==> config.mk <==
export PLATFORM = sky130hd
export DESIGN_NAME = txdesc_dma
export DESIGN_NICKNAME = d
export VERILOG_FILES = /design/src/rtl/txd_pkg.sv /design/src/rtl/txd_regs.sv /design/src/rtl/txd_unpack.sv /design/src/rtl/txd_walker.sv /design/src/rtl/txdesc_dma.sv
export SDC_FILE = /design/constraint.sdc
export NUM_CORES = 1
export LEC_CHECK = 0
export BUFFER_PORTS_ARGS = -buffer_cell sky130_fd_sc_hd__buf_2
export CORE_AREA = 2 2 159 317
export DETAILED_ROUTE_END_ITERATION = 8
export DIE_AREA = 0 0 161 319
export GPL_ROUTABILITY_DRIVEN = 0
export SLEW_MARGIN = 20
export SYNTH_ARGS = -nofsm -noshare
export SYNTH_HDL_FRONTEND = slang
export SYNTH_SLANG_ARGS = --single-unit
==> constraint.sdc <==
create_clock -name clk -period 2.6 [get_ports clk]
set_clock_uncertainty 0.05 [all_clocks]
set_input_delay 0.39 -clock clk [delete_from_list [all_inputs] [get_ports clk]]
set_output_delay 0.39 -clock clk [all_outputs]
set_load 0.05 [all_outputs]
==> src/rtl/txd_pkg.sv <==
package txd_pkg;
   localparam int DESC_BYTES = 8;
   localparam int WORD_BYTES = 4;

   localparam logic [1:0] RIDX_MODE   = 2'd0;
   localparam logic [1:0] RIDX_BASE   = 2'd1;
   localparam logic [1:0] RIDX_REQ    = 2'd2;
   localparam logic [1:0] RIDX_STATUS = 2'd3;

   localparam logic [3:0] KIND_EMPTY = 4'h3;
   localparam logic [3:0] KIND_FRAME = 4'h7;
   localparam logic [3:0] KIND_LINK  = 4'h9;
   localparam logic [3:0] KIND_END   = 4'hA;

   typedef enum logic [2:0] {
      W_IDLE,
      W_CTRL,
      W_PTR,
      W_DECIDE,
      W_DATA,
      W_WBACK
   } walk_st_e;
endpackage

==> src/rtl/txd_regs.sv <==
module txd_regs
   import txd_pkg::*;
#(
   parameter int AW = 32
) (
   input  logic          clk,
   input  logic          rst_n,
   input  logic          reg_we,
   input  logic [1:0]    reg_addr,
   input  logic [31:0]   reg_wdata,
   output logic [31:0]   reg_rdata,
   input  logic          clr_req,
   output logic          cfg_mode,
   output logic          op_mode,
   output logic [AW-1:0] base_addr,
   output logic          tx_req
);
   logic [1:0] mode_q;

   always_ff @(posedge clk or negedge rst_n) begin
      if (!rst_n) begin
         mode_q    <= '0;
         base_addr <= '0;
         tx_req    <= 1'b0;
      end else begin
         if (reg_we && reg_addr == RIDX_MODE) mode_q <= reg_wdata[1:0];
         if (reg_we && reg_addr == RIDX_BASE) base_addr <= reg_wdata[AW-1:0];
         if (reg_we && reg_addr == RIDX_REQ && reg_wdata[0]) tx_req <= 1'b1;
         else if (clr_req) tx_req <= 1'b0;
      end
   end

   assign cfg_mode = (mode_q == 2'b01);
   assign op_mode  = (mode_q == 2'b10);

   always_comb begin
      case (reg_addr)
         RIDX_MODE: reg_rdata = {30'b0, mode_q};
         RIDX_BASE: reg_rdata = 32'(base_addr);
         RIDX_REQ:  reg_rdata = {31'b0, tx_req};
         default:   reg_rdata = {30'b0, cfg_mode, op_mode};
      endcase
   end
endmodule

==> src/rtl/txd_unpack.sv <==
module txd_unpack #(
   parameter int CW         = 12,
   parameter bit BIG_ENDIAN = 1'b0
) (
   input  logic          clk,
   input  logic          rst_n,
   input  logic          start,
   input  logic [CW-1:0] count,
   input  logic          load,
   input  logic [31:0]   word,
   output logic          need_word,
   output logic          done,
   output logic          out_valid,
   output logic [7:0]    out_data,
   output logic          out_last,
   input  logic          out_ready
);
   logic [CW-1:0] remaining;
   logic [1:0]    lane;
   logic          have_word;
   logic [31:0]   word_q;
   logic          fire;

   assign fire      = have_word && out_ready;
   assign need_word = (remaining != '0) && !have_word;
   assign out_valid = have_word;
   assign out_last  = have_word && (remaining == CW'(1));
   assign done      = fire && (remaining == CW'(1));

   generate
      if (BIG_ENDIAN) begin : g_msb_first
         assign out_data = word_q[{~lane, 3'b000} +: 8];
      end else begin : g_lsb_first
         assign out_data = word_q[{lane, 3'b000} +: 8];
      end
   endgenerate

   always_ff @(posedge clk or negedge rst_n) begin
      if (!rst_n) begin
         remaining <= '0;
         lane      <= '0;
         have_word <= 1'b0;
         word_q    <= '0;
      end else if (start) begin
         remaining <= count;
         lane      <= '0;
         have_word <= 1'b0;
      end else begin
         if (load) begin
            word_q    <= word;
            have_word <= 1'b1;
         end
         if (fire) begin
            remaining <= remaining - CW'(1);
            lane      <= lane + 2'd1;
            if (lane == 2'd3 || remaining == CW'(1)) have_word <= 1'b0;
         end
      end
   end
endmodule

==> src/rtl/txd_walker.sv <==
module txd_walker
   import txd_pkg::*;
#(
   parameter int AW         = 32,
   parameter int CW         = 12,
   parameter int BASE_ENTRY = 0
) (
   input  logic          clk,
   input  logic          rst_n,
   input  logic          op_mode,
   input  logic          cfg_mode,
   input  logic          tx_req,
   input  logic [AW-1:0] base_addr,
   output logic          clr_req,
   output logic          busy,
   output logic          mem_req,
   output logic          mem_we,
   output logic [AW-1:0] mem_addr,
   output logic [31:0]   mem_wdata,
   input  logic          mem_gnt,
   input  logic [31:0]   mem_rdata,
   output logic          up_start,
   output logic [CW-1:0] up_count,
   input  logic          up_need,
   output logic          up_load,
   input  logic          up_done
);
   localparam logic [AW-1:0] HEAD_OFS = AW'(BASE_ENTRY * DESC_BYTES);
   localparam logic [AW-1:0] STEP_DSC = AW'(DESC_BYTES);
   localparam logic [AW-1:0] STEP_WRD = AW'(WORD_BYTES);

   walk_st_e      st;
   logic [AW-1:0] cur_addr, data_addr;
   logic [31:0]   ctrl_q, ptr_q;
   logic          head_ok, fire;
   logic [3:0]    kind;

   assign kind     = ctrl_q[31:28];
   assign up_count = ctrl_q[CW-1:0];
   assign busy     = (st != W_IDLE);

   always_comb begin
      mem_req = 1'b0;
      mem_addr = cur_addr;
      unique case (st)
         W_CTRL:  mem_req = op_mode;
         W_PTR:   begin mem_req = 1'b1; mem_addr = cur_addr + STEP_WRD; end
         W_DATA:  begin mem_req = up_need; mem_addr = data_addr; end
         W_WBACK: mem_req = 1'b1;
         default: mem_req = 1'b0;
      endcase
   end

   assign mem_we    = (st == W_WBACK);
   assign mem_wdata = {KIND_EMPTY, ctrl_q[27:0]};
   assign fire      = mem_req && mem_gnt;
   assign up_load   = (st == W_DATA) && fire;
   assign up_start  = (st == W_DECIDE) && (kind == KIND_FRAME) && (up_count != '0);
   assign clr_req   = ((st == W_CTRL) && !op_mode) ||
                      ((st == W_DECIDE) && kind != KIND_FRAME && kind != KIND_LINK);

   always_ff @(posedge clk or negedge rst_n) begin
      if (!rst_n) begin
         st        <= W_IDLE;
         cur_addr  <= '0;
         data_addr <= '0;
         ctrl_q    <= '0;
         ptr_q     <= '0;
         head_ok   <= 1'b0;
      end else begin
         unique case (st)
            W_IDLE: if (tx_req && op_mode) begin
               if (!head_ok) cur_addr <= base_addr + HEAD_OFS;
               head_ok <= 1'b1;
               st      <= W_CTRL;
            end
            W_CTRL: begin
               if (!op_mode) st <= W_IDLE;
               else if (fire) begin
                  ctrl_q <= mem_rdata;
                  st     <= W_PTR;
               end
            end
            W_PTR: if (fire) begin
               ptr_q <= mem_rdata;
               st    <= W_DECIDE;
            end
            W_DECIDE: begin
               if (kind == KIND_FRAME) begin
                  data_addr <= ptr_q[AW-1:0];
                  st        <= (up_count == '0) ? W_WBACK : W_DATA;
               end else if (kind == KIND_LINK) begin
                  cur_addr <= ptr_q[AW-1:0];
                  st       <= W_CTRL;
               end else begin
                  st <= W_IDLE;
               end
            end
            W_DATA: begin
               if (fire) data_addr <= data_addr + STEP_WRD;
               if (up_done) st <= W_WBACK;
            end
            W_WBACK: if (fire) begin
               cur_addr <= cur_addr + STEP_DSC;
               st       <= W_CTRL;
            end
            default: st <= W_IDLE;
         endcase
         if (cfg_mode) head_ok <= 1'b0;
      end
   end
endmodule

==> src/rtl/txdesc_dma.sv <==
module txdesc_dma #(
   parameter int AW         = 32,
   parameter int CW         = 12,
   parameter int BASE_ENTRY = 0,
   parameter bit BIG_ENDIAN = 1'b0
) (
   input  logic          clk,
   input  logic          rst_n,
   input  logic          reg_we,
   input  logic [1:0]    reg_addr,
   input  logic [31:0]   reg_wdata,
   output logic [31:0]   reg_rdata,
   output logic          mem_req,
   output logic          mem_we,
   output logic [AW-1:0] mem_addr,
   output logic [31:0]   mem_wdata,
   input  logic          mem_gnt,
   input  logic [31:0]   mem_rdata,
   output logic          tx_valid,
   output logic [7:0]    tx_data,
   output logic          tx_last,
   input  logic          tx_ready
);
   generate
      if (AW < 8 || AW > 32) begin : g_bad_aw
         $error("txdesc_dma: AW must lie in 8..32");
      end
      if (CW < 1 || CW > 12) begin : g_bad_cw
         $error("txdesc_dma: CW must lie in 1..12");
      end
      if (BASE_ENTRY < 0 || BASE_ENTRY > 15) begin : g_bad_entry
         $error("txdesc_dma: BASE_ENTRY must lie in 0..15");
      end
   endgenerate

   logic          clr_req, cfg_mode, op_mode, tx_req, busy;
   logic [AW-1:0] base_addr;
   logic          up_start, up_need, up_load, up_done;
   logic [CW-1:0] up_count;

   txd_regs #(.AW(AW)) u_regs (
      .clk(clk), .rst_n(rst_n), .reg_we(reg_we), .reg_addr(reg_addr),
      .reg_wdata(reg_wdata), .reg_rdata(reg_rdata), .clr_req(clr_req),
      .cfg_mode(cfg_mode), .op_mode(op_mode), .base_addr(base_addr),
      .tx_req(tx_req)
   );

   txd_walker #(.AW(AW), .CW(CW), .BASE_ENTRY(BASE_ENTRY)) u_walk (
      .clk(clk), .rst_n(rst_n), .op_mode(op_mode), .cfg_mode(cfg_mode),
      .tx_req(tx_req), .base_addr(base_addr), .clr_req(clr_req), .busy(busy),
      .mem_req(mem_req), .mem_we(mem_we), .mem_addr(mem_addr),
      .mem_wdata(mem_wdata), .mem_gnt(mem_gnt), .mem_rdata(mem_rdata),
      .up_start(up_start), .up_count(up_count), .up_need(up_need),
      .up_load(up_load), .up_done(up_done)
   );

   txd_unpack #(.CW(CW), .BIG_ENDIAN(BIG_ENDIAN)) u_unpack (
      .clk(clk), .rst_n(rst_n), .start(up_start), .count(up_count),
      .load(up_load), .word(mem_rdata), .need_word(up_need), .done(up_done),
      .out_valid(tx_valid), .out_data(tx_data), .out_last(tx_last),
      .out_ready(tx_ready)
   );
endmodule

**After elaboration in Yosys (flattened, before gate mapping)**

Index checks and enable logic that the tools add are counted.

- Bits in registers: 214
- Bits in latches: 0
- Bits in writable memories: 0
- Bits in read-only memories: 0
- Bits of input ports: 71
- Logic and storage cells: 119
- Memories kept: 0

- Add/sub/neg operators: 5
- $mul: 0
- Div/mod/pow operators: 0
- $lt $le $gt $ge: 0
- Eq/ne operators: 25
- Shift operators: 1
- Muxes and demuxes: 35
- Bitwise gates (word level): 1
- Reductions and logical operators: 39

Operators by type and width:

| kind | number |
|---|---|
| two-way mux 32 bit | 7 |
| case mux 32 bit (3 select lines) | 2 |
| case mux 32 bit (2 select lines) | 2 |
| adder 32 x 3 -> 32 bit, second input constant | 2 |
| adder 32 x 4 -> 32 bit, second input constant | 1 |
| variable part select 32 x 6 -> 8 bit | 1 |
| two-way mux 12 bit | 2 |
| nonzero test 12 bit | 2 |
| two-way mux 3 bit | 7 |
| case mux 3 bit (6 select lines) | 1 |
| logical AND 1 bit | 16 |
| equality test 12 x 1 -> 1 bit, second input constant | 1 |
| logical NOT 12 bit | 1 |
| != test 2 x 1 -> 1 bit, second input constant | 6 |
| subtractor 12 x 1 -> 12 bit, second input constant | 1 |
| two-way mux 1 bit | 11 |
| nonzero test 2 bit | 5 |
| equality test 2 bit, second input constant | 3 |
| equality test 3 x 2 -> 1 bit, second input constant | 2 |
| equality test 3 bit, second input constant | 2 |
| != test 2 bit, second input constant | 3 |
| AND reduction 2 bit | 3 |
| AND reduction 3 bit | 2 |
| AND reduction 6 bit | 1 |
| 18 further kinds | 22 |

**Depth between registers and ports, before layout**

Gate-level depths: netlist (run 1).

- Word-level depth: 9
- Depth in mapped cells: 9
- Depth with buffers taken out: 7

**Cells and area by module**

From an unflattened synthesis (run 1), not the netlist that was laid out.

- Cells, all modules: 1201
- Area total of the unflattened synthesis: 12097.9 µm²

Modules (own cells, without submodules):

| module | instances | cells each | area each (µm²) |
|---|---|---|---|
| txd_walker | 1 | 910 | 8125.3 |
| txd_unpack | 1 | 173 | 2250.9 |
| txd_regs | 1 | 118 | 1721.7 |

**Worst setup path before layout (run 1)**

Ideal clock, no wire load.

- Path kind: register to output
- Start: register u_walk.cur_addr[4]
- End: output mem_addr[27]
- Arrival time: 3.284 ns
- Required time: 2.160 ns
- Slack: -1.124 ns
- Cell stages (with the launch flop): 7
- Cell sequence: dfrtp_1 -> ha_1 -> clkbuf_1 -> nand3_1 -> nor4_4 -> nand3_1 -> o311ai_0

- Longest elaborated chain between the ends: 2

Ends and longest elaborated chain:

| element | line | source |
|---|---|---|
| from (decl) | txd_walker.sv:33 | `logic [AW-1:0] cur_addr, data_addr;` |
| from (signal assigned) | txd_walker.sv:73 | `if (!head_ok) cur_addr <= base_addr + HEAD_OFS;` |
| from (signal assigned) | txd_walker.sv:93 | `cur_addr <= ptr_q[AW-1:0];` |
| from (signal assigned) | txd_walker.sv:104 | `cur_addr <= cur_addr + STEP_DSC;` |
| adder 32 x 3 -> 32 bit | txd_walker.sv:47 | `W_PTR: begin mem_req = 1'b1; mem_addr = cur_addr + STEP_WRD; end` |
| case mux 32 bit (2 select lines) | txd_walker.sv:45 | `unique case (st)` |
| to (decl) | txdesc_dma.sv:15 | `output logic [AW-1:0] mem_addr,` |

No other way between the ends.

**Worst setup path in the final report (run 1)**

- Start: register u_walk.cur_addr[3]
- End: output mem_addr[24]

The elaborated chain is that of the path after synthesis.

==> impl_metrics.env, run 1 <==
export IMPL_yosysUniqueCellTypes=86
export IMPL_diodes=0
export IMPL_vias=10600
export IMPL_row_count=115
export IMPL_path_max_fanout=3
export IMPL_hp_class="in -> reg"
export IMPL_ys_async_sr_fraction_pct=100
export IMPL_drive_gt1_share_pct=42.2
export IMPL_synthCells=1174
export IMPL_power_density_nw_per_um2=1120
export IMPL_antenna_found_initial=0
export IMPL_end_kind="output pin"
export IMPL_final_setup_viol_count=26
export IMPL_cts_tree="yes"
export IMPL_synth_edf_count=0
export IMPL_fin_cells=2044
export IMPL_wire_per_inst_um=20.6
export IMPL_die_area_um2=51400
export IMPL_cts_sinks=214
export IMPL_finalNetCount=1463
export IMPL_relSlewSlack_pct=53.5
export IMPL_synth_seq_cells=214
export IMPL_drtAntennaViolNets=0
export IMPL_cp_required_ns=2.16
export IMPL_seq_area_um2=5370
export IMPL_drcViolationCount=0
export IMPL_overflow=0
export IMPL_cts_root_buf="clkbuf_16"
export IMPL_ys_flop_type="dfrtp_1"
export IMPL_fmax_ghz=0.334
export IMPL_nFillCells=4968
export IMPL_first_pass_iters=5
export IMPL_initial_core_util_pct=24.8
export IMPL_multiInputGateArea_um2=6640
export IMPL_wl_um=42100
export IMPL_p_leak_nw=7.08
export IMPL_slew_viol_final=0
export IMPL_final_cell_mix="204 x dfrtp_1, 138 x buf_2, 104 x mux2_2"
export IMPL_drv_cap=0
export IMPL_stdcell_area_um2=16100
export IMPL_grt_pass1_vias=10100
export IMPL_postLayoutSetupSlackWorst_ns=-0.394
export IMPL_grt_pass1_wl_um=63100
export IMPL_fin_crit_sh_pct=115
export IMPL_layout_commonest_cell="dfrtp_1"
export IMPL_clk_path_buf_depth=3
export IMPL_tightestPinTransition_ns=0.692
export IMPL_yosysSeqAreaShare_pct=44.2
export IMPL_dp_cells=1955
export IMPL_yosys_area_top_type_share_pct=44.2
export IMPL_yosys_top_cells_area="dfrtp_1 44%, mux2_2 9.7%, mux2_4 3.6%"
export IMPL_arrival_ns=2.55
export IMPL_final_min_clock_period_ns=2.99
export IMPL_dr_first_iter_drc_count=1046
export IMPL_die_width_um=161
export IMPL_io_pins=179
export IMPL_syn_to_final_growth_pct=32.5
export IMPL_synth_area_um2=12100
export IMPL_clk_transition_reported_paths_ns=0.07
export IMPL_dp_hpwl_um=30200
export IMPL_postSynthAreaPerCell_um2=10.3
export IMPL_outcome="complete, but fails checks"
export IMPL_grt_start_max_net_pins=68
export IMPL_clkLatencyLatePin_ns=0.54
export IMPL_start_kind="flop"
export IMPL_h_tree_depth=1
export IMPL_crit_type="reg -> out"
export IMPL_failed_checks="setup timing"
export IMPL_cts_made_buffers=23
export IMPL_grt_usage_pct=15.8
export IMPL_peakVddDrop_mv=0.879
export IMPL_die_height_um=319
export IMPL_synth_area_leader_cell="dfrtp_1"
export IMPL_core_area_um2=48900
export IMPL_rsz0062_at_grt="true"
export IMPL_yosysWarnings=0
export IMPL_port_buffer_count=174
export IMPL_avgViaCountPerCell=5.19
export IMPL_finalHoldViolations=0
export IMPL_placed_area_um2=14100
-- cells in the mapped netlist (8+ instances only) --
| cell type | number |
|---|---|
| nor2b_1 | 11 |
| buf_1 | 8 |
| nand2_1 | 102 |
| nor3_1 | 17 |
| o211ai_1 | 15 |
| nor2_1 | 60 |
| a22oi_1 | 23 |
| o311ai_0 | 13 |
| buf_2 | 43 |
| mux2_2 | 104 |
| nand3_1 | 45 |
| o22ai_1 | 15 |
| clkbuf_1 | 30 |
| buf_4 | 34 |
| xnor2_1 | 9 |
| nand4_1 | 22 |
| and2_1 | 35 |
| a31oi_1 | 19 |
| mux2_4 | 29 |
| o21ai_0 | 57 |
| and3_1 | 13 |
| nor4_1 | 16 |
| inv_1 | 14 |
| mux4_2 | 9 |
| dfrtp_1 | 214 |
| a21oi_1 | 58 |
-- kinds of logic (layout without fill, tap and decap cells) --
logic type,Yosys count,in the layout,share of synthesized area (%)
multiplexers,143,143,15.0
other,2,4,0.0620
AO/OA/AOI/OAI,288,288,16.4
flip-flops,214,214,44.2
XOR/XNOR,16,16,1.16
AND/OR/NAND/NOR,371,371,16.6
adder cells (fa/ha/maj),7,7,0.723
buffers and inverters,133,358,5.87
-- sequential cells by signal (all words and copies together) (netlist names) --
| register | count |
|---|---|
| u_walk.ptr_q | 32 |
| u_walk.head_ok | 1 |
| u_unpack.word_q | 32 |
| u_walk.cur_addr | 32 |
| u_unpack.lane | 2 |
| u_regs.mode_q | 2 |
| u_walk.st | 3 |
| u_regs.tx_req | 1 |
| u_walk.data_addr | 32 |
| u_unpack.out_valid | 1 |
| u_regs.base_addr | 32 |
| u_unpack.remaining | 12 |
| u_walk.ctrl_q | 32 |
-- what timing repair did --
| action | 4_1_cts | 5_1_grt |
|---|---|---|
| cloned | 0 | 3 |
| pin swaps | 36 | 31 |
| resized for setup | 139 | 60 |
| endpoints found under the hold margin | 54 | 0 |
| buffers inserted | 30 | 15 |
| setup endpoints to repair | 40 | 35 |
| hold buffers | 1 | 0 |
-- metrics by stage --
step / util, % / hold WS (ns) / total power, mW / TNS (ns) / setup WS [ns]
after floorplan: - / 0.0444 / 10.8 / -0.655 / -0.528
after global placement: 28.8 / 0.305 / 13.2 / -0.0383 / -0.0383
after detailed placement: 28.8 / 0.304 / 13.2 / -0.00661 / -0.00661
after CTS: 32.0 / 0.00780 / 17.7 / -5.92 / -0.380
after global routing: 32.8 / 0.0251 / 18.7 / -7.91 / -0.439
final: 32.8 / 0.0348 / 18.0 / -5.80 / -0.394
-- metal layers --
metal  up-vias  wire (um)  part of all wire, %  GRT usage (%)
li1       4782          -                    -              -
met1      5236      18400                   44           22.6
met2       506      17700                   42           23.2
met3        87       3430                  8.2           2.54
met4         0       2470                  5.9           7.82
met5         -          0                    0              0
-- critical path, cell delays in order, from the launching register on --
cell and delay [ns]:
dfrtp_1 0.38, ha_2 0.21, and3_4 0.19, nand4_1 0.24, or3_4 0.45, o311ai_4 0.36, buf_12 0.18
-- final timing paths --
kind | slack (ns) | startpoint | endpoint | cells past startpoint
min in group asynchronous | 0.31 | rst_n | u_regs.base_addr[2] | 2
worst max-delay path | -0.39 | u_walk.cur_addr[3] | mem_addr[24] | 6
worst min-delay path | 0.03 | reg_wdata[17] | u_regs.base_addr[17] | 2
max in group asynchronous | 1.38 | rst_n | u_walk.ctrl_q[18] | 3
worst min register to register | 0.45 | u_walk.ctrl_q[18] | u_walk.ctrl_q[18] | 1
worst max register to register | 0.21 | u_walk.st[0] | u_walk.cur_addr[22] | 9
-- layout make-up --
| class | instances | share of cell area, % |
|---|---|---|
| clock buffers | 28 | 3.89 |
| multi-input cells | 829 | 41.4 |
| inverters | 14 | 0.327 |
| clock inverters | 13 | 1.27 |
| well taps | 643 | 5.01 |
| repair buffers | 303 | 14.7 |
| flip-flops and latches | 214 | 33.4 |
-- power breakdown --
part           total [mW]  internal, mW  switching (mW)  leakage (nW)
registers            6.24          4.48            1.75          2.62
clock network        3.66          2.14            1.52         0.402
logic                8.06          3.30            4.75          4.06
Note: power is estimated with default switching activity, not from simulation.
==> run 2: changes to the inputs <==
--- a/config.mk
+++ b/config.mk
@@ -6,10 +6,13 @@
 export NUM_CORES = 1
 export LEC_CHECK = 0
 export BUFFER_PORTS_ARGS = -buffer_cell sky130_fd_sc_hd__buf_2
+export CELL_PAD_IN_SITES_DETAIL_PLACEMENT = 0
+export CELL_PAD_IN_SITES_GLOBAL_PLACEMENT = 1
 export CORE_AREA = 2 2 159 317
 export DETAILED_ROUTE_END_ITERATION = 8
 export DIE_AREA = 0 0 161 319
 export GPL_ROUTABILITY_DRIVEN = 0
+export PLACE_DENSITY_LB_ADDON = 0.1
 export SLEW_MARGIN = 20
 export SYNTH_ARGS = -nofsm -noshare
 export SYNTH_HDL_FRONTEND = slang
==> run 2 against run 1 <==
  * The run still ends with setup timing left
  * Worst hold slack worse by 0.0051 ns
  * Core utilization up 1.6 points
  * Total power up 3.5%
  * First-iteration DRC count down 30%
  * Register-to-register slack worse by 0.22 ns
  * Non-clock buffer count up 49
  * Sequential share of layout area down 1.5 points
  * Cell area up 4.8%
  * Critical path type unchanged
  * Critical endpoint is now mem_addr[29]
  * Largest cell class unchanged
==> impl_metrics.env, run 2 (synthesis gave the netlist of run 1 again) <==
export IMPL_outcome="complete, but fails checks"
export IMPL_failed_checks="setup timing"
export IMPL_wl_um=50700
export IMPL_postLayoutSetupSlackWorst_ns=-0.383
export IMPL_overflow=0
export IMPL_fmax_ghz=0.335
export IMPL_first_pass_iters=7
export IMPL_hp_class="in -> reg"
export IMPL_drcViolationCount=0
export IMPL_whs_path_depth=2
export IMPL_p_leak_nw=7.40
export IMPL_clkLatencyLatePin_ns=0.56
export IMPL_port_buffer_count=174
export IMPL_antenna_found_initial=2
export IMPL_dp_hpwl_um=37500
export IMPL_clk_path_buf_depth=3
export IMPL_vias=10700
export IMPL_row_count=115
export IMPL_tightestPinTransition_ns=0.662
export IMPL_clk_transition_reported_paths_ns=0.07
export IMPL_grt_start_max_net_pins=72
export IMPL_cts_root_buf="clkbuf_16"
export IMPL_avgViaCountPerCell=5.11
export IMPL_drive_gt1_share_pct=43.1
export IMPL_crit_type="reg -> out"
export IMPL_final_core_util_pct=34.4
export IMPL_fin_crit_sh_pct=115
export IMPL_grt_pass1_vias=11000
export IMPL_final_min_clock_period_ns=2.98
export IMPL_syn_to_final_growth_pct=38.8
export IMPL_final_setup_viol_count=33
export IMPL_peakVddDrop_mv=0.685
export IMPL_rr_worst_depth=11
export IMPL_layout_commonest_cell="dfrtp_1"
export IMPL_io_pins=179
export IMPL_grt_pass1_wl_um=74200
export IMPL_slew_viol_final=0
export IMPL_cts_made_buffers=24
export IMPL_grt_usage_pct=19.3
export IMPL_dp_cells=1968
export IMPL_relSlewSlack_pct=55.9
export IMPL_final_cell_mix="205 x dfrtp_1, 138 x buf_2, 107 x buf_4"
export IMPL_fin_cells=2096
export IMPL_end_kind="output pin"
export IMPL_die_area_um2=51400
export IMPL_arrival_ns=2.54
export IMPL_finalHoldViolations=0
export IMPL_cts_tree="yes"
export IMPL_drv_cap=0
export IMPL_die_height_um=319
export IMPL_dr_first_iter_drc_count=736
export IMPL_wire_per_inst_um=24.2
export IMPL_finalNetCount=1513
export IMPL_die_width_um=161
export IMPL_power_density_nw_per_um2=1100
export IMPL_initial_core_util_pct=24.8
export IMPL_cp_required_ns=2.16
export IMPL_nFillCells=5015
export IMPL_fin_tns_setup_ns=-6.96
export IMPL_drtAntennaViolNets=0
export IMPL_core_area_um2=48900
export IMPL_cts_sinks=214
export IMPL_h_tree_depth=1
export IMPL_rsz0062_at_grt="true"
export IMPL_start_kind="flop"
export IMPL_path_max_fanout=3
-- run 2: cell count changes in the layout (fill, tap and decap cells not counted), sizes merged --
cell / previous run / this run
dlygate4sd3: 1 / 28
inv: 17 / 14
clkinv: 5 / 8
buf: 297 / 320
diode: 0 / 1
clkinvlp: 1 / 0
clkbuf: 33 / 35
-- run 2: through the flow --
| stage | hold WS, ns | setup WS (ns) | total power, mW | area [um2] |
|---|---|---|---|---|
| after floorplan | 0.0444 | -0.528 | 10.8 | 12200 |
| after global placement | 0.382 | 0.0990 | 13.8 | 14400 |
| after detailed placement | 0.375 | 0.0615 | 13.8 | 14400 |
| after CTS | 0.00787 | -0.405 | 18.5 | 16300 |
| after global routing | 0.0252 | -0.441 | 19.5 | 16800 |
| final | 0.0298 | -0.383 | 18.6 | 16800 |
-- run 2: path summary, 6_finish.rpt --
kind	start	endpoint	slack (ns)
worst max-delay path	u_walk.cur_addr[3]	mem_addr[29]	-0.38
worst min-delay path	reg_wdata[25]	u_regs.base_addr[25]	0.03
worst max register to register	u_walk.st[2]	u_walk.data_addr[28]	-0.01
worst min register to register	u_walk.ctrl_q[14]	u_walk.ctrl_q[14]	0.46
max in group asynchronous	rst_n	u_regs.base_addr[31]	1.20
min in group asynchronous	rst_n	u_unpack.remaining[9]	0.38
-- run 2: power by group --
| group | internal (mW) | switching (mW) | leakage [nW] |
|---|---|---|---|
| Sequential | 4.48 | 1.79 | 2.62 |
| Combinational | 3.56 | 4.97 | 4.35 |
| Clock | 2.22 | 1.56 | 0.424 |
| Total | 10.3 | 8.32 | 7.40 |
-- run 2: repair_timing --
action / in CTS / in global routing
pin swaps: 33 / 27
gates resized for setup: 130 / 80
setup buffers: 32 / 22
endpoints found under the setup margin: 42 / 38
cloned: 0 / 3
hold buffers: 28 / 0
endpoints found under the hold margin: 92 / 0
-- run 2: final cells by class --
| type | count | area, um2 | area share (%) |
|---|---|---|---|
| Multi-Input combinational cell | 829 | 6730 | 40.0 |
| Sequential cell | 214 | 5370 | 31.9 |
| Timing Repair Buffer | 352 | 3000 | 17.9 |
| Tap cell | 643 | 805 | 4.78 |
| Clock buffer | 31 | 667 | 3.97 |
| Clock inverter | 12 | 189 | 1.12 |
| Inverter | 14 | 52.6 | 0.312 |
| Antenna cell | 1 | 2.50 | 0.0149 |
-- run 2: routing by layer --
layer	up-vias	GRT usage, %	part of all wire, %
met5	-	0	0
met4	0	8.75	4.6
li1	4866	-	-
met2	358	32.7	49
met3	75	2.63	4.7
met1	5403	24.2	42
-- run 2: critical path, cell delays in order, from the launching register on --
cell and delay (ns):
dfrtp_2 0.43, ha_4 0.18, nand4_1 0.19, nor3_4 0.29
buf_6 0.15, and3_4 0.19, a31oi_2 0.08, a211o_1 0.30
buf_12 0.17
==> run 3: changes to the inputs <==
--- a/config.mk
+++ b/config.mk
@@ -12,7 +12,8 @@
 export DETAILED_ROUTE_END_ITERATION = 8
 export DIE_AREA = 0 0 161 319
 export GPL_ROUTABILITY_DRIVEN = 0
-export PLACE_DENSITY_LB_ADDON = 0.1
+export PLACE_DENSITY = 0.6
+export RECOVER_POWER = 50
 export SLEW_MARGIN = 20
 export SYNTH_ARGS = -nofsm -noshare
 export SYNTH_HDL_FRONTEND = slang
==> run 3 against run 2 <==
  * The run still ends with setup timing left
  * Sequential cell count unchanged
  * Global-route usage down 2.2 points
  * Sequential power up 1%
  * Wire length down 11%
  * Combinational power down 3.8%
  * Sequential share of layout area up 0.54 points
  * Clock power about the same
  * Largest cell class unchanged
  * Largest power group unchanged
==> impl_metrics.env, run 3 (synthesis gave the netlist of run 1 again) <==
export IMPL_syn_to_final_growth_pct=36.5
export IMPL_row_count=115
export IMPL_cts_made_buffers=25
export IMPL_grt_pass1_wl_um=67100
export IMPL_diodes=0
export IMPL_cts_sinks=214
export IMPL_failed_checks="setup timing"
export IMPL_core_area_um2=48900
export IMPL_port_buffer_count=174
export IMPL_wire_per_inst_um=21.8
export IMPL_first_pass_iters=6
export IMPL_p_int_mw=10.1
export IMPL_slew_viol_final=0
export IMPL_final_setup_viol_count=33
export IMPL_grt_start_max_net_pins=60
export IMPL_finalHoldViolations=0
export IMPL_dp_hpwl_um=32900
export IMPL_avgViaCountPerCell=5.05
export IMPL_drcViolationCount=0
export IMPL_antenna_found_initial=1
export IMPL_switching_share_pct=44.7
export IMPL_die_width_um=161
export IMPL_fin_crit_sh_pct=112
export IMPL_drv_cap=0
export IMPL_pwr_share_comb_pct=44.8
export IMPL_layout_commonest_cell="dfrtp_1"
export IMPL_whs_path_depth=2
export IMPL_dp_cells=1959
export IMPL_start_kind="flop"
export IMPL_clk_path_buf_depth=3
export IMPL_tightestPinTransition_ns=1.47
export IMPL_grt_usage_pct=17.1
export IMPL_postLayoutSetupSlackWorst_ns=-0.314
export IMPL_overflow=0
export IMPL_path_max_fanout=8
export IMPL_cp_required_ns=2.16
export IMPL_dr_first_iter_drc_count=743
export IMPL_drtAntennaViolNets=0
export IMPL_final_cell_mix="205 x dfrtp_1, 137 x buf_2, 104 x mux2_2"
export IMPL_die_height_um=319
export IMPL_clkLatencyLatePin_ns=0.56
export IMPL_wl_um=45300
export IMPL_die_area_um2=51400
export IMPL_grt_pass1_vias=10300
export IMPL_final_min_clock_period_ns=2.91
export IMPL_cts_tree="yes"
export IMPL_fmax_ghz=0.343
export IMPL_rr_worst_depth=10
export IMPL_p_leak_nw=7.24
export IMPL_clkPwrFrac_pct=20.7
export IMPL_outcome="complete, but fails checks"
export IMPL_hp_class="in -> reg"
export IMPL_relSlewSlack_pct=2.02
export IMPL_clk_transition_reported_paths_ns=0.06
export IMPL_initial_core_util_pct=24.8
export IMPL_fin_tns_setup_ns=-7.01
export IMPL_fin_cells=2079
export IMPL_arrival_ns=2.47
export IMPL_peakVddDrop_mv=0.712
export IMPL_rsz0062_at_grt="true"
export IMPL_h_tree_depth=1
export IMPL_cts_root_buf="clkbuf_16"
export IMPL_place_worst_setup_slack_ns=0.0875
export IMPL_finalNetCount=1497
export IMPL_sequentialPowerShare_pct=34.5
export IMPL_io_pins=179
export IMPL_end_kind="output pin"
export IMPL_drive_gt1_share_pct=42.8
export IMPL_power_switching_mw=8.20
export IMPL_power_density_nw_per_um2=1110
export IMPL_vias=10500
export IMPL_crit_type="reg -> out"
## run 3: cell types whose count changed in the layout (fill, tap and decap cells not counted), sizes merged, moves of 3 or more
cell         delta
buf            -19
clkinv          -3
inv             +3
clkbuf          +9
dlygate4sd3     -8
## run 3: timing repair
| item | CTS | global route |
|---|---|---|
| cloned | 3 | 3 |
| pin swaps | 30 | 44 |
| setup endpoints to repair | 40 | 35 |
| buffers inserted | 18 | 34 |
| resized for setup | 141 | 85 |
| hold buffers | 20 | 0 |
| endpoints found under the hold margin | 74 | 0 |
## run 3: power groups by stage
stage	Clock (mW)	Combinational [mW]	Sequential, mW
6_report	3.79	8.21	6.33
5_1_grt	4.02	8.72	6.45
3_5_place_dp	0	7.14	6.27
2_1_floorplan	0	5.47	5.30
3_3_place_gp	0	7.14	6.26
4_1_cts	3.90	7.86	6.24
## run 3: worst paths after layout
kind	start	endpoint	slack, ns
setup / recovery	u_walk.st[0]	mem_addr[16]	-0.31
hold / removal	reg_wdata[9]	u_regs.base_addr[9]	0.02
setup reg to reg	u_walk.st[0]	u_walk.data_addr[28]	-0.04
hold reg to reg	u_walk.ctrl_q[26]	u_walk.ctrl_q[26]	0.45
max in group asynchronous	rst_n	u_walk.cur_addr[21]	0.22
min in group asynchronous	rst_n	u_unpack.remaining[8]	0.68
## run 3: cell type report
type,count,area [um2]
inverter,14,52.6
sequential,214,5370
tap,643,805
clock buffer,31,678
multi-input combinational,829,6740
fill,5004,32400
clock inverter,13,181
timing repair buffer,335,2710
## run 3: through the flow
step,hold WS [ns],instance area (um2),util (%),power (mW)
2_1_floorplan,0.0444,12200,-,10.8
3_3_place_gp,0.319,14200,29.0,13.4
3_5_place_dp,0.310,14200,29.0,13.4
4_1_cts,0.0000376,15900,32.6,18.0
5_1_grt,0.0116,16500,33.8,19.2
6_report,0.0190,16500,33.8,18.3
## run 3: critical path, stage by stage, from the launching register on
cell	delay (ns)
dfrtp_1	0.41
clkbuf_1	0.21
or3b_4	0.52
nand2_8	0.12
o21ai_1	0.07
a221o_1	0.39
buf_6	0.19
## run 3: per-layer routing
metal / track usage, % / part of all wire [%]
met5: 0 / 0.040
met4: 5.63 / 3.2
met3: 2.59 / 6.2
met2: 25.7 / 44
met1: 24.9 / 46
